--- config.mk ---
export PLATFORM = sky130hd
export DESIGN_NAME = affine_tri_warp
export DESIGN_NICKNAME = d
export VERILOG_FILES = /design/src/rtl/warp_pkg.sv /design/src/rtl/warp_coef.sv /design/src/rtl/warp_axis_acc.sv /design/src/rtl/warp_ctrl.sv /design/src/rtl/affine_tri_warp.sv
export SDC_FILE = /design/constraint.sdc
export NUM_CORES = 1
export LEC_CHECK = 0
export BUFFER_PORTS_ARGS = -buffer_cell sky130_fd_sc_hd__buf_2
export CELL_PAD_IN_SITES_DETAIL_PLACEMENT = 1
export CELL_PAD_IN_SITES_GLOBAL_PLACEMENT = 1
export CORE_UTILIZATION = 25
export DETAILED_ROUTE_END_ITERATION = 7
export PLACE_DENSITY = 0.58
export SLEW_MARGIN = 40
export SYNTH_ARGS = -nofsm -noshare
export SYNTH_HDL_FRONTEND = slang
export SYNTH_SLANG_ARGS = --single-unit
--- constraint.sdc ---
create_clock -name clk -period 4.4 [get_ports clk]
set_input_delay 0.66 -clock clk [delete_from_list [all_inputs] [get_ports clk]]
set_output_delay 0.66 -clock clk [all_outputs]
set_load 0.05 [all_outputs]
--- src/rtl/warp_pkg.sv ---
package warp_pkg;
  typedef enum logic [1:0] {
    ST_IDLE = 2'd0,
    ST_COEF = 2'd1,
    ST_WALK = 2'd2,
    ST_DONE = 2'd3
  } warp_state_e;

  localparam int unsigned AXES = 2;
  localparam int unsigned CORNERS = 3;
endpackage

--- src/rtl/warp_coef.sv ---
module warp_coef #(
  parameter int unsigned COORD_W = 8,
  parameter int unsigned MV_W    = 4,
  parameter int unsigned FRAC    = 4,
  parameter int unsigned LOG_W   = 3,
  parameter int unsigned ACC_W   = 15
) (
  input  logic [warp_pkg::AXES-1:0][COORD_W-1:0]                      org,
  input  logic [warp_pkg::CORNERS-1:0][warp_pkg::AXES-1:0][MV_W-1:0]  mv,
  input  logic [LOG_W-1:0]                                            leg_log2,
  output logic [warp_pkg::AXES-1:0][ACC_W-1:0]                        base,
  output logic [warp_pkg::AXES-1:0][ACC_W-1:0]                        ccol,
  output logic [warp_pkg::AXES-1:0][ACC_W-1:0]                        crow
);
  localparam logic signed [ACC_W-1:0] UNIT = ACC_W'(1 << FRAC);

  for (genvar a = 0; a < int'(warp_pkg::AXES); a++) begin : g_axis
    logic signed [ACC_W-1:0] m0, m1, m2, d1, d2, q1, q2, org_s;
    assign m0    = {{(ACC_W-MV_W){mv[0][a][MV_W-1]}}, mv[0][a]};
    assign m1    = {{(ACC_W-MV_W){mv[1][a][MV_W-1]}}, mv[1][a]};
    assign m2    = {{(ACC_W-MV_W){mv[2][a][MV_W-1]}}, mv[2][a]};
    assign org_s = {{(ACC_W-COORD_W){1'b0}}, org[a]};
    assign d1    = m1 - m0;
    assign d2    = m2 - m0;
    // divide by the power-of-two leg with an arithmetic shift
    assign q1    = (d1 <<< FRAC) >>> leg_log2;
    assign q2    = (d2 <<< FRAC) >>> leg_log2;
    assign base[a] = (org_s + m0) <<< FRAC;
    if (a == 0) begin : g_x
      assign ccol[a] = q1 + UNIT;
      assign crow[a] = q2;
    end else begin : g_y
      assign ccol[a] = q1;
      assign crow[a] = q2 + UNIT;
    end
  end
endmodule

--- src/rtl/warp_axis_acc.sv ---
module warp_axis_acc #(
  parameter int unsigned ACC_W = 15
) (
  input  logic             clk,
  input  logic             rst_n,
  input  logic             load,
  input  logic             step_col,
  input  logic             step_row,
  input  logic [ACC_W-1:0] base,
  input  logic [ACC_W-1:0] ccol_in,
  input  logic [ACC_W-1:0] crow_in,
  output logic [ACC_W-1:0] acc_o
);
  logic [ACC_W-1:0] ccol_q, crow_q, row_q, acc_q;
  logic [ACC_W-1:0] row_next;

  assign row_next = row_q + crow_q;
  assign acc_o    = acc_q;

  always_ff @(posedge clk or negedge rst_n) begin
    if (!rst_n) begin
      ccol_q <= '0;
      crow_q <= '0;
      row_q  <= '0;
      acc_q  <= '0;
    end else if (load) begin
      ccol_q <= ccol_in;
      crow_q <= crow_in;
      row_q  <= base;
      acc_q  <= base;
    end else if (step_row) begin
      row_q  <= row_next;
      acc_q  <= row_next;
    end else if (step_col) begin
      acc_q  <= acc_q + ccol_q;
    end
  end
endmodule

--- src/rtl/warp_ctrl.sv ---
module warp_ctrl #(
  parameter int unsigned LOG_W = 3,
  parameter int unsigned CNT_W = 5
) (
  input  logic             clk,
  input  logic             rst_n,
  input  logic             start,
  input  logic [LOG_W-1:0] leg_log2,
  input  logic             out_ready,
  output logic             capture,
  output logic             load,
  output logic             step_col,
  output logic             step_row,
  output logic             out_valid,
  output logic             done,
  output logic             busy,
  output logic [CNT_W-1:0] u,
  output logic [CNT_W-1:0] v
);
  import warp_pkg::*;

  warp_state_e state_q;
  logic [CNT_W-1:0] leg;
  logic [CNT_W:0]   diag;
  logic             fire, row_end, last;

  assign leg      = CNT_W'(1) << leg_log2;
  assign diag     = {1'b0, u} + {1'b0, v};
  assign row_end  = (diag == {1'b0, leg});
  assign out_valid = (state_q == ST_WALK);
  assign done      = (state_q == ST_DONE);
  assign busy      = (state_q != ST_IDLE);
  assign capture   = (state_q == ST_IDLE) && start;
  assign load      = (state_q == ST_COEF);
  assign fire      = out_valid && out_ready;
  assign step_col  = fire && !row_end;
  assign step_row  = fire && row_end && (v != leg);
  assign last      = fire && row_end && (v == leg);

  always_ff @(posedge clk or negedge rst_n) begin
    if (!rst_n) begin
      state_q <= ST_IDLE;
      u       <= '0;
      v       <= '0;
    end else begin
      unique case (state_q)
        ST_IDLE: if (start) state_q <= ST_COEF;
        ST_COEF: begin
          u       <= '0;
          v       <= '0;
          state_q <= ST_WALK;
        end
        ST_WALK: begin
          if (last) begin
            state_q <= ST_DONE;
          end else if (step_row) begin
            u <= '0;
            v <= v + 1'b1;
          end else if (step_col) begin
            u <= u + 1'b1;
          end
        end
        default: state_q <= ST_IDLE;
      endcase
    end
  end


  inside_tri_chk: assert property (@(posedge clk) disable iff (!rst_n)
    out_valid |-> (diag <= {1'b0, leg}));


  done_pulse_chk: assert property (@(posedge clk) disable iff (!rst_n)
    done |=> !done);


  valid_drop_chk: assert property (@(posedge clk) disable iff (!rst_n)
    $fell(out_valid) |-> done);
endmodule

--- src/rtl/affine_tri_warp.sv ---
module affine_tri_warp #(
  parameter int unsigned COORD_W  = 8,
  parameter int unsigned MV_W     = 4,
  parameter int unsigned FRAC     = 4,
  parameter int unsigned MAX_LOG2 = 4,
  localparam int unsigned LOG_W   = $clog2(MAX_LOG2 + 1),
  localparam int unsigned CNT_W   = MAX_LOG2 + 1,
  localparam int unsigned ACC_W   = COORD_W + FRAC + 3,
  localparam int unsigned SRC_W   = COORD_W + 2
) (
  input  logic                      clk,
  input  logic                      rst_n,
  input  logic                      start,
  input  logic [COORD_W-1:0]        org_x,
  input  logic [COORD_W-1:0]        org_y,
  input  logic [LOG_W-1:0]          leg_log2,
  input  logic signed [MV_W-1:0]    mv0_x,
  input  logic signed [MV_W-1:0]    mv0_y,
  input  logic signed [MV_W-1:0]    mv1_x,
  input  logic signed [MV_W-1:0]    mv1_y,
  input  logic signed [MV_W-1:0]    mv2_x,
  input  logic signed [MV_W-1:0]    mv2_y,
  output logic                      out_valid,
  input  logic                      out_ready,
  output logic [COORD_W-1:0]        dst_x,
  output logic [COORD_W-1:0]        dst_y,
  output logic signed [SRC_W-1:0]   src_x,
  output logic signed [SRC_W-1:0]   src_y,
  output logic                      done
);
  import warp_pkg::*;

  localparam logic signed [ACC_W-1:0] HALF = ACC_W'(1 << (FRAC - 1));

  logic [AXES-1:0][COORD_W-1:0]             org_q;
  logic [CORNERS-1:0][AXES-1:0][MV_W-1:0]   mv_q;
  logic [LOG_W-1:0]                         leg_q;
  logic [AXES-1:0][ACC_W-1:0]               base, ccol, crow, acc;
  logic [AXES-1:0][SRC_W-1:0]               src;
  logic                                     capture, load, step_col, step_row, busy;
  logic [CNT_W-1:0]                         u, v;

  always_ff @(posedge clk or negedge rst_n) begin
    if (!rst_n) begin
      org_q <= '0;
      mv_q  <= '0;
      leg_q <= '0;
    end else if (capture) begin
      org_q <= {org_y, org_x};
      mv_q  <= {mv2_y, mv2_x, mv1_y, mv1_x, mv0_y, mv0_x};
      leg_q <= leg_log2;
    end
  end

  warp_ctrl #(.LOG_W(LOG_W), .CNT_W(CNT_W)) u_ctrl (
    .clk(clk), .rst_n(rst_n), .start(start), .leg_log2(leg_q),
    .out_ready(out_ready), .capture(capture), .load(load),
    .step_col(step_col), .step_row(step_row), .out_valid(out_valid),
    .done(done), .busy(busy), .u(u), .v(v)
  );

  warp_coef #(.COORD_W(COORD_W), .MV_W(MV_W), .FRAC(FRAC), .LOG_W(LOG_W),
              .ACC_W(ACC_W)) u_coef (
    .org(org_q), .mv(mv_q), .leg_log2(leg_q),
    .base(base), .ccol(ccol), .crow(crow)
  );

  for (genvar a = 0; a < int'(AXES); a++) begin : g_acc
    logic signed [ACC_W-1:0] rnd;
    warp_axis_acc #(.ACC_W(ACC_W)) u_acc (
      .clk(clk), .rst_n(rst_n), .load(load), .step_col(step_col),
      .step_row(step_row), .base(base[a]), .ccol_in(ccol[a]),
      .crow_in(crow[a]), .acc_o(acc[a])
    );
    assign rnd    = $signed(acc[a]) + HALF;
    assign src[a] = SRC_W'(rnd >>> FRAC);
  end

  assign src_x = $signed(src[0]);
  assign src_y = $signed(src[1]);
  assign dst_x = org_q[0] + COORD_W'(u);
  assign dst_y = org_q[1] + COORD_W'(v);


  stall_hold_chk: assert property (@(posedge clk) disable iff (!rst_n)
    (out_valid && !out_ready) |=> (out_valid && $stable(src_x) && $stable(src_y)
                                   && $stable(dst_x) && $stable(dst_y)));


  busy_ignore_chk: assert property (@(posedge clk) disable iff (!rst_n)
    (busy && start) |=> ($stable(leg_q) && $stable(org_q) && $stable(mv_q)));
endmodule

Word-level counts from Yosys, hierarchy flattened
Index checks and enable logic that the tools add are counted.
Operators by class
  equal/unequal tests: 11
  shift-type cells: 5
  mux-type cells: 20
  $add $sub $neg: 19
  reduce and logical (&&, ||, !) cells: 14
Operators by type and width (number)
  $mux 15: 10
  $add 15x15->15: 4
  $add 15x6->15 const B: 2
  $sshr 15x3->15: 2
  $sshr 9x3->15: 2
  $add 14x5->14 const B: 2
  $mux 5: 5
  $add 9x4->10: 2
  $pmux 5 s2: 2
  $sub 4x4->5: 4
  $add 8x5->8: 2
  $add 5x1->5 const B: 2
  $add 5x5->6: 1
  $eq 6x5->1: 1
  $logic_and 1x1->1: 6
  $ne 2x2->1 const B: 3
  $pmux 2 s3: 1
  $reduce_and 3->1: 2
  $eq 5x5->1: 1
  $ne 5x5->1: 1
  $shl 1x3->5 const A: 1
  $eq 2x2->1 const B: 2
  $mux 2: 2
  $reduce_bool 2->1: 2
  other kinds (7): 7
Storage, ports and cells
  input bits: 47
  flip-flop bits (word level): 175
  output and inout port bits: 38

Logic depth before layout (Yosys ltp)
Gate-level depths: netlist of the first run.
  word-level depth: 8
  depth in mapped cells: 16

Hierarchy
From an unflattened synthesis of the first run, not the netlist that was laid out.
Second synthesis, totals
  cells, all modules: 1515
  area, all modules: 14000.9 um2
By module, submodules not included
  warp_axis_acc at g_acc[0].u_acc: times used 1, seq. area each 1501.4 um2, cells an instance 402, area an instance 3867.5 um2
  warp_axis_acc at g_acc[1].u_acc: times used 1, seq. area each 1501.4 um2, cells an instance 390, area an instance 3839.9 um2
  warp_coef: times used 1, seq. area each 0.0 um2, cells an instance 376, area an instance 2631.3 um2
  affine_tri_warp: times used 1, seq. area each 1076.0 um2, cells an instance 199, area an instance 2376.0 um2
  warp_ctrl: times used 1, seq. area each 300.3 um2, cells an instance 148, area an instance 1286.2 um2

Least setup slack after synthesis of the first run
Ideal clock, no wire load.
  kind: register -> register
  start point: reg mv_q[5] in the netlist's numbering
  end point: reg g_acc[1].u_acc.crow_q[12]
  path buffers: 0
  arrival time: 3203 ps
  clock period less this slack: 3328 ps
  slack: 1072 ps
  cell stages (with the launch flop): 14
  cells stage by stage: dfrtp_1 -> inv_1 -> ha_1 -> nor2b_2 -> o21ai_2 -> a21oi_1 -> or2_0 -> mux4_2 -> a21oi_1 -> ha_1 -> inv_1 -> or3b_2 -> ha_1 -> mux2_2
RTL lines
  start: declaration: RTL line affine_tri_warp.sv:36  | logic [CORNERS-1:0][AXES-1:0][MV_W-1:0] mv_q;
  start signal: assignment: RTL line affine_tri_warp.sv:50  | mv_q <= {mv2_y, mv2_x, mv1_y, mv1_x, mv0_y, mv0_x};
  end signal: assignment: RTL line warp_axis_acc.sv:28  | crow_q <= crow_in;
  end: declaration: RTL line warp_axis_acc.sv:14  | logic [ACC_W-1:0] ccol_q, crow_q, row_q, acc_q;

Worst setup path after layout of the first run
  start point: reg u_ctrl.v[0]
  end point: reg g_acc[1].u_acc.row_q[10]
Between the ends
  word-level cells in the longest chain between the ends: 5
RTL lines
  start: declaration: RTL line warp_ctrl.sv:18  | output logic [CNT_W-1:0] v
  start signal: assignment: RTL line warp_ctrl.sv:58  | v <= v + 1'b1;
  $add 5x5->6: RTL line warp_ctrl.sv:28  | assign diag = {1'b0, u} + {1'b0, v};
  $eq 6x5->1: RTL line warp_ctrl.sv:29  | assign row_end = (diag == {1'b0, leg});
  $logic_and 1x1->1: RTL line warp_ctrl.sv:37  | assign step_row = fire && row_end && (v != leg);
  $logic_and 1x1->1 (*): RTL line warp_ctrl.sv:37
  $reduce_bool 2->1 (no line) (*)
  end signal: assignment: RTL line warp_axis_acc.sv:29  | row_q <= base;
  end signal: assignment: RTL line warp_axis_acc.sv:32  | row_q <= row_next;
  end: declaration: RTL line warp_axis_acc.sv:14
Mark *: on every way between the ends. The rest lies on a longest branch, timed or not.
A chain may end at the register's enable or synchronous reset.

==> impl_metrics.json, run 1 <==
{
  "outcome": "completed",
  "wl_per_cell_um": 19.0,
  "pre_cts_ws_ps": 732,
  "cp_cell_sequence": "ha_1, fa_1, xor2_1, o31ai_4, o31ai_2, nor3_4, nand3_1, buf_4, and2_1, o21a_1",
  "syn-cell-area_um2": 12100,
  "port_buffers": 84,
  "async_flop_share_pct": 100,
  "hp-class": "input pin to asynchronous set/reset pin",
  "maxSlewHeadroom_pct": 41.6,
  "synth.distinct_cells": 95,
  "viasPerCell": 4.99,
  "syn_nets": 1498,
  "skew_ps": 12.7,
  "grtUsageTotal_pct": 16.2,
  "ys_seq_area_share_pct": 32.6,
  "cp_num_buf_inv": 1,
  "core_um2": 47600,
  "ys.flop_type": "dfrtp_1",
  "antenna_found_initial": 0,
  "maxCapViolations": 0,
  "die_height_um": 222,
  "post_cts_resized": 0,
  "period_needed_ps": 3710,
  "rr_worst_depth": 10,
  "cts.sinks": 157,
  "die_area_um2": 49100,
  "post_cts_buffers": 0,
  "hpwl_um": 30300,
  "cp-start-kind": "flip-flop",
  "drive_gt1_share_pct": 16.4,
  "rsz0062_at_grt": "no",
  "clkTransAtPathRegs_ps": 70,
  "synth_seq_cells": 157,
  "slowest_stage": "nand3_1",
  "yosys-top-cells-area": "dfrtp_1, ha_1, a21oi_1, mux2_2, xnor2_1",
  "required_ps": 4740,
  "nets": 1574,
  "insertion_delay_ps": 450,
  "cts_hold_buf": 0,
  "grt-ovfl-total": 0,
  "rows": 80,
  "worstSetupPathType": "flip-flop to flip-flop",
  "io_pins": 85,
  "syn_inst": 1325,
  "r2r-end": "g_acc[1].u_acc.row_q[10]",
  "area_delta_synth_final_pct": 15.0,
  "end_kind": "flip-flop",
  "tightest_slew_ps": 866,
  "wl_um": 38600,
  "vias": 10100,
  "crit_arrival_ps": 4050,
  "rr_startpoint": "u_ctrl.v[0]",
  "die_w_um": 222,
  "numCtsBuffers": 17,
  "synth_area_leader_cell": "dfrtp_1",
  "first_pass_iters": 6,
  "worst-path-max-fanout": 30,
  "ff2ff_setup_slack_ps": 690,
  "cts_root_buffer": "clkbuf_16",
  "drtIter0Drc": 442,
  "diodes": 0,
  "clockBufferDepth": 2,
  "finalSetupViolCount": 0,
  "drv_slew": 0,
  "slowest_delay_ps": 610,
  "crit_family": "simple AND/OR/NAND/NOR gates",
  "tritoncts": "done",
  "start_util_pct": 25.3,
  "post-route-util_pct": 29.1,
  "drc_errors": 0,
  "cp-startpoint": "u_ctrl.v[0]",
  "place_congestion": 0.842,
  "h-tree-depth": 4,
  "ys_warn_count": 0,
  "hold_viol": 0,
  "grt_first_pass_wirelength_um": 62300,
  "finalSetupTns_ps": 0,
  "grt_max_degree": 90,
  "synth_edf_count": 0,
  "first_global_vias": 10800,
  "ant_nets": 0,
  "avgSynthCellArea_um2": 9.11,
  "finalWorstSetupSlack_ps": 688,
  "synth_top_cell_area_share_pct": 32.6,
  "fmax_mhz": 269,
  "period_share_pct": 84.4
}
## synthesized netlist by cell type, types with 8 or more instances
cell / number
o21a_1: 20
xor2_1: 33
mux2_2: 54
dfrtp_1: 157
nand3_1: 34
a22o_1: 10
buf_2: 12
nand2_1: 120
fa_1: 13
o21ai_1: 8
o21ai_0: 67
a31oi_1: 16
nand4_1: 11
xnor2_1: 63
a21o_1: 33
and3_1: 12
o21bai_1: 12
a21oi_1: 126
nor3_1: 17
inv_1: 77
ha_1: 113
o31ai_1: 11
clkbuf_1: 28
nor2_1: 105
a211oi_1: 14
## cells in the final DEF (no fill, tap or decap), drive strengths merged, types with 34 or more instances in the layout
cell type and count:
dfrtp 157, a21oi 128, nand2 121, ha 113, buf 106, nor2 105
inv 78, o21ai 76, xnor2 63, mux2 55, nand3 34, xor2 34
## registers in the layout (all words and copies together) (netlist names)
register,count
g_acc.u_acc.acc_o,28
g_acc.u_acc.ccol_q,23
g_acc.u_acc.crow_q,23
g_acc.u_acc.row_q,28
leg_q,3
mv_q,24
org_q,16
u_ctrl.state_q,2
u_ctrl.u,5
u_ctrl.v,5
## through the flow
step | cell area (um^2) | hold slack, ps | cells
2_1_floorplan | 12100 | 364 | 1325
3_3_place_gp | 13200 | 466 | 1996
3_5_place_dp | 13200 | 474 | 1996
4_1_cts | 13800 | 268 | 2027
5_1_grt | 13900 | 60.1 | 2028
6_report | 13900 | 69.2 | 2028
## how the worst max path moves through the flow
stage | to | slack [ps] | depth (start not counted)
2_1_floorplan | g_acc[1].u_acc.crow_q[12] | 1070 | 13
3_3_place_gp | g_acc[1].u_acc.row_q[10] | 840 | 10
3_5_place_dp | g_acc[0].u_acc.acc_o[0] | 730 | 11
4_1_cts | g_acc[1].u_acc.row_q[10] | 720 | 10
5_1_grt | g_acc[1].u_acc.row_q[4] | 480 | 11
6_report | g_acc[1].u_acc.row_q[10] | 690 | 10
## routing by layer
| metal | part of all wire (%) | GRT usage, % | wire length, um |
|---|---|---|---|
| met3 | 3.2 | 2.40 | 1230 |
| met2 | 46 | 26.0 | 17700 |
| met4 | 1.6 | 4.21 | 631 |
| met1 | 49 | 22.7 | 19000 |
| met5 | 0 | 0 | 0 |
## cell type report
class / count / area, um^2
Clock buffer: 19 / 443
Fill cell: 5571 / 33800
Timing Repair Buffer: 106 / 616
Clock inverter: 12 / 165
Inverter: 78 / 293
Multi-Input combinational cell: 1041 / 7660
Sequential cell: 157 / 3930
Tap cell: 615 / 769
## worst reg2reg max path: cells and delay by family (launching register included)
| family | cells | cell delay (ps) |
|---|---|---|
| and+or+nand+nor | 3 | 1230 |
| buffers and inverters | 1 | 470 |
| AOI/OAI and AO/OA | 3 | 480 |
| xor gates and xnor gates | 1 | 230 |
| adders and majority gates | 2 | 720 |
| DFF | 1 | 480 |
## kinds of logic (layout without fill, tap and decap cells)
family          count (synthesis)  in the layout  share of synthesized area (%)
flops                         157            157                           32.6
compound gates                396            396                           21.6
xor+xnor                       99             99                           7.48
mux                            65             65                           6.31
buf+inv                       127            215                           4.23
simple gates                  355            355                           13.9
fa+ha+maj                     126            126                           13.9
Power of run 1 is left out: the tool's default activity adds up to more than one toggle a clock period on the data nets, which glitch-free logic cannot reach.
==> run 2, diff against run 1 <==
clock period = 3.8 ns   (was 4.4 ns; I/O delays follow)
==> impl_metrics.json, run 2 (synthesized netlist as in run 1, its figures left out) <==
{
  "outcome": "completed",
  "viasPerCell": 4.95,
  "required_ps": 4150,
  "drtIter0Drc": 476,
  "io_pins": 85,
  "die_area_um2": 49100,
  "hold_viol": 0,
  "insertion_delay_ps": 460,
  "tritoncts": "done",
  "hp-class": "input pin to asynchronous set/reset pin",
  "post_cts_resized": 0,
  "place_congestion": 0.836,
  "numCtsBuffers": 17,
  "drive_gt1_share_pct": 16.7,
  "period_needed_ps": 3480,
  "end_kind": "flip-flop",
  "cts_root_buffer": "clkbuf_16",
  "wl_um": 38900,
  "post_cts_buffers": 0,
  "antenna_found_initial": 0,
  "hpwl_um": 30400,
  "die_height_um": 222,
  "grt-ovfl-total": 0,
  "cts.sinks": 157,
  "ant_nets": 0,
  "port_buffers": 84,
  "die_w_um": 222,
  "fmax_mhz": 287,
  "nets": 1582,
  "rows": 80,
  "start_util_pct": 25.3,
  "area_delta_synth_final_pct": 15.0,
  "diodes": 0,
  "wl_per_cell_um": 19.1,
  "worst-path-max-fanout": 5,
  "vias": 10100,
  "final_common_cell": "dfrtp_1",
  "clockBufferDepth": 2,
  "finalSetupViolCount": 0,
  "clkTransAtPathRegs_ps": 70,
  "grt_first_pass_wirelength_um": 62000,
  "maxSlewHeadroom_pct": 47.8,
  "skew_ps": 10.8,
  "drc_errors": 0,
  "rsz0062_at_grt": "no",
  "finalSetupTns_ps": 0,
  "cp-start-kind": "flip-flop",
  "period_share_pct": 91.6,
  "cp_cell_sequence": "inv_1, ha_1, nor2b_1, o21ai_0, a21oi_1, o21ai_0, and2_1, a21oi_1, a21oi_1, ha_1, a21bo_2, ha_1, mux2_2",
  "rr_worst_depth": 13,
  "first_global_vias": 10600,
  "cts_hold_buf": 0,
  "fillers": 5556,
  "grt_max_degree": 71,
  "crit_arrival_ps": 3830,
  "grtUsageTotal_pct": 16.2,
  "first_pass_iters": 4,
  "tightest_slew_ps": 783,
  "post-route-util_pct": 29.1,
  "drv_slew": 0,
  "maxCapViolations": 0,
  "final_cell_mix": "dfrtp_1, a21oi_1, nand2_1",
  "slowest_stage": "o21ai_0",
  "worstSetupPathType": "flip-flop to flip-flop",
  "core_um2": 47600,
  "h-tree-depth": 4,
  "slowest_delay_ps": 410
}
==> run 2: changes by cell type in the layout (fill, tap and decap cells not counted), moves of 2 or more <==
cell       change
buf_12         +2
clkbuf_8       +4
clkinv_4       -4
bufinv_16      -3
inv_6          +2
buf_4          +7
==> run 2: final cells by class <==
class	count	area (um^2)	share of cell area, %
clock buffers	23	498	3.59
repair buffers	114	677	4.88
inverters	78	293	2.11
well taps	615	769	5.55
clock inverters	7	55.1	0.397
multi-input cells	1041	7650	55.2
flip-flops and latches	157	3930	28.3
==> run 2: routing by layer <==
metal  track usage, %  up-vias  wire length (um)
li1                 -     4921                 -
met1             22.6     5019             19400
met2             26.5      112             18300
met3             1.96       29               821
met4             3.47        0               382
met5                0        -                 0
==> run 2: worst max-delay path, delay by kind of cell (launching register included) <==
family	cells	cell delay [ps]
compound gates	6	1410
fa+ha+maj	3	720
buf+inv	1	250
flops	1	390
mux	1	260
simple gates	2	340
==> run 2: final timing paths <==
path | start | end | slack [ps]
worst max-delay path | mv_q[1] | g_acc[0].u_acc.ccol_q[12] | 320
worst min-delay path | rst_n | g_acc[1].u_acc.acc_o[7] | 150
worst max register to register | mv_q[1] | g_acc[0].u_acc.ccol_q[12] | 320
worst min register to register | g_acc[0].u_acc.row_q[11] | g_acc[0].u_acc.row_q[11] | 490
max in group asynchronous | rst_n | mv_q[13] | 2750
min in group clk | org_y[6] | org_q[14] | 340
==> run 2: per-stage QoR <==
stage          hold slack [ps]  std cells  setup WS [ps]  area [um^2]
4_1_cts                    183       2035            322        13900
2_1_floorplan              274       1325            472        12100
5_1_grt                    203       2035           72.4        13900
6_report                   153       2035            319        13900
3_5_place_dp               474       2005            331        13300
3_3_place_gp               471       2005            405        13300
Power of run 2 is left out for the same reason.
==> run 3, diff against run 2 <==
ABC_AREA = 1   (was not set)
CORE_UTILIZATION = 46   (was 25)
PLACE_DENSITY = 0.93   (was 0.58)
SYNTH_HIERARCHICAL = 1   (was not set)
==> impl_metrics.json, run 3 <==
{
  "rows": 64,
  "finalSetupTns_ps": 0,
  "hold_viol": 0,
  "antenna_found_initial": 0,
  "die_height_um": 178,
  "ys_warn_count": 6,
  "h-tree-depth": 4,
  "clkTransAtPathRegs_ps": 70,
  "ant_nets": 0,
  "tritoncts": "done",
  "fmax_mhz": 292,
  "final_common_cell": "nand2_1",
  "insertion_delay_ps": 450,
  "maxSlewHeadroom_pct": 50.6,
  "cp-start-kind": "flip-flop",
  "port_buffers": 84,
  "crit_arrival_ps": 3800,
  "grtUsageTotal_pct": 29.5,
  "io_pins": 85,
  "avgSynthCellArea_um2": 6.80,
  "start_util_pct": 46.7,
  "layout.cells.non_filler": 2562,
  "fillers": 4051,
  "worstSetupPathType": "flip-flop to flip-flop",
  "drive_gt1_share_pct": 11.2,
  "first_global_vias": 14700,
  "area_delta_synth_final_pct": 8.80,
  "end_kind": "flip-flop",
  "holdWs_ps": 151,
  "die_w_um": 178,
  "grt_first_pass_wirelength_um": 73900,
  "tightest_slew_ps": 736,
  "post_cts_resized": 0,
  "syn_inst": 2094,
  "finalSetupViolCount": 0,
  "placed_cells": 2529,
  "syn-cell-area_um2": 14200,
  "rsz0062_at_grt": "no",
  "post-route-util_pct": 50.8,
  "numCtsBuffers": 17,
  "nets": 2329,
  "period_needed_ps": 3430,
  "cts_hold_buf": 0,
  "clockBufferDepth": 2,
  "outcome": "completed",
  "wl_um": 45100,
  "post_cts_buffers": 0,
  "cts_root_buffer": "clkbuf_16",
  "skew_ps": 12.4,
  "place_congestion": 0.903,
  "grt-ovfl-total": 0,
  "worst-path-max-fanout": 13,
  "final_cell_mix": "nand2_1, inv_1, nand3_1",
  "drtIter0Drc": 822,
  "hpwl_um": 33700,
  "maxCapViolations": 0,
  "drv_slew": 0,
  "wl_per_cell_um": 17.6,
  "required_ps": 4180,
  "core_um2": 30500,
  "hp-class": "input pin to asynchronous set/reset pin",
  "first_pass_iters": 5,
  "viasPerCell": 5.39,
  "period_share_pct": 90.2,
  "drc_errors": 0,
  "cts.sinks": 167,
  "vias": 13800,
  "die_area_um2": 31700,
  "grt_max_degree": 82
}
==> run 3: metal layers <==
metal  global-route usage (%)  wire length, um  share of wire (%)  up-vias
met5                        0                0                  0        -
met4                     8.65              939                2.1        0
met3                     3.88             1580                3.5       78
met2                     51.9            22400                 50      311
met1                     37.2            20200                 45     6775
li1                         -                -                  -     6649
==> run 3: worst max-delay path, cell delays in order, from the launching register on <==
cell	delay, ps
dfrtp_1	510
ha_1	280
fa_1	410
nand2_1	100
nand2_1	60
nand2_1	50
nand2_1	70
nand3_1	70
nand2_1	80
nor2_4	140
nand4_2	150
clkinv_1	280
inv_1	150
nor2_1	140
buf_4	210
a21boi_0	230
o21ai_0	170
nand2_1	100
nor2_1	50
nor2_1	90
==> run 3: worst paths after layout <==
path / startpoint / end / slack, ps / cells after the start
max: u_ctrl/v[0] / g_acc[1].u_acc/acc_o[5] / 370 / 19
min in group clk: org_x[1] / org_q[1] / 330 / 3
max reg2reg: u_ctrl/v[0] / g_acc[1].u_acc/acc_o[5] / 370 / 19
max in group asynchronous: rst_n / u_ctrl/v[3] / 2760 / 2
min reg2reg: g_acc[0].u_acc/crow_q[4] / g_acc[0].u_acc/crow_q[4] / 490 / 2
min: rst_n / g_acc[1].u_acc/ccol_q[11] / 150 / 1
==> run 3: per-stage QoR <==
step	area (um^2)	setup slack, ps
2_1_floorplan	14300	949
3_3_place_gp	14900	602
3_5_place_dp	14900	468
4_1_cts	15500	377
5_1_grt	15500	164
6_report	15500	374
==> run 3: area by class of cell <==
| type | count | area [um^2] | share of cell area [%] |
|---|---|---|---|
| repair buffers | 97 | 539 | 3.48 |
| well taps | 396 | 495 | 3.20 |
| multi-input cells | 1567 | 8530 | 55.1 |
| diodes | 1 | 2.50 | 0.0162 |
| inverters | 302 | 1140 | 7.35 |
| clock inverters | 12 | 143 | 0.921 |
| clock buffers | 20 | 457 | 2.95 |
| flip-flops and latches | 167 | 4180 | 27.0 |
Power of run 3 is left out for the same reason.
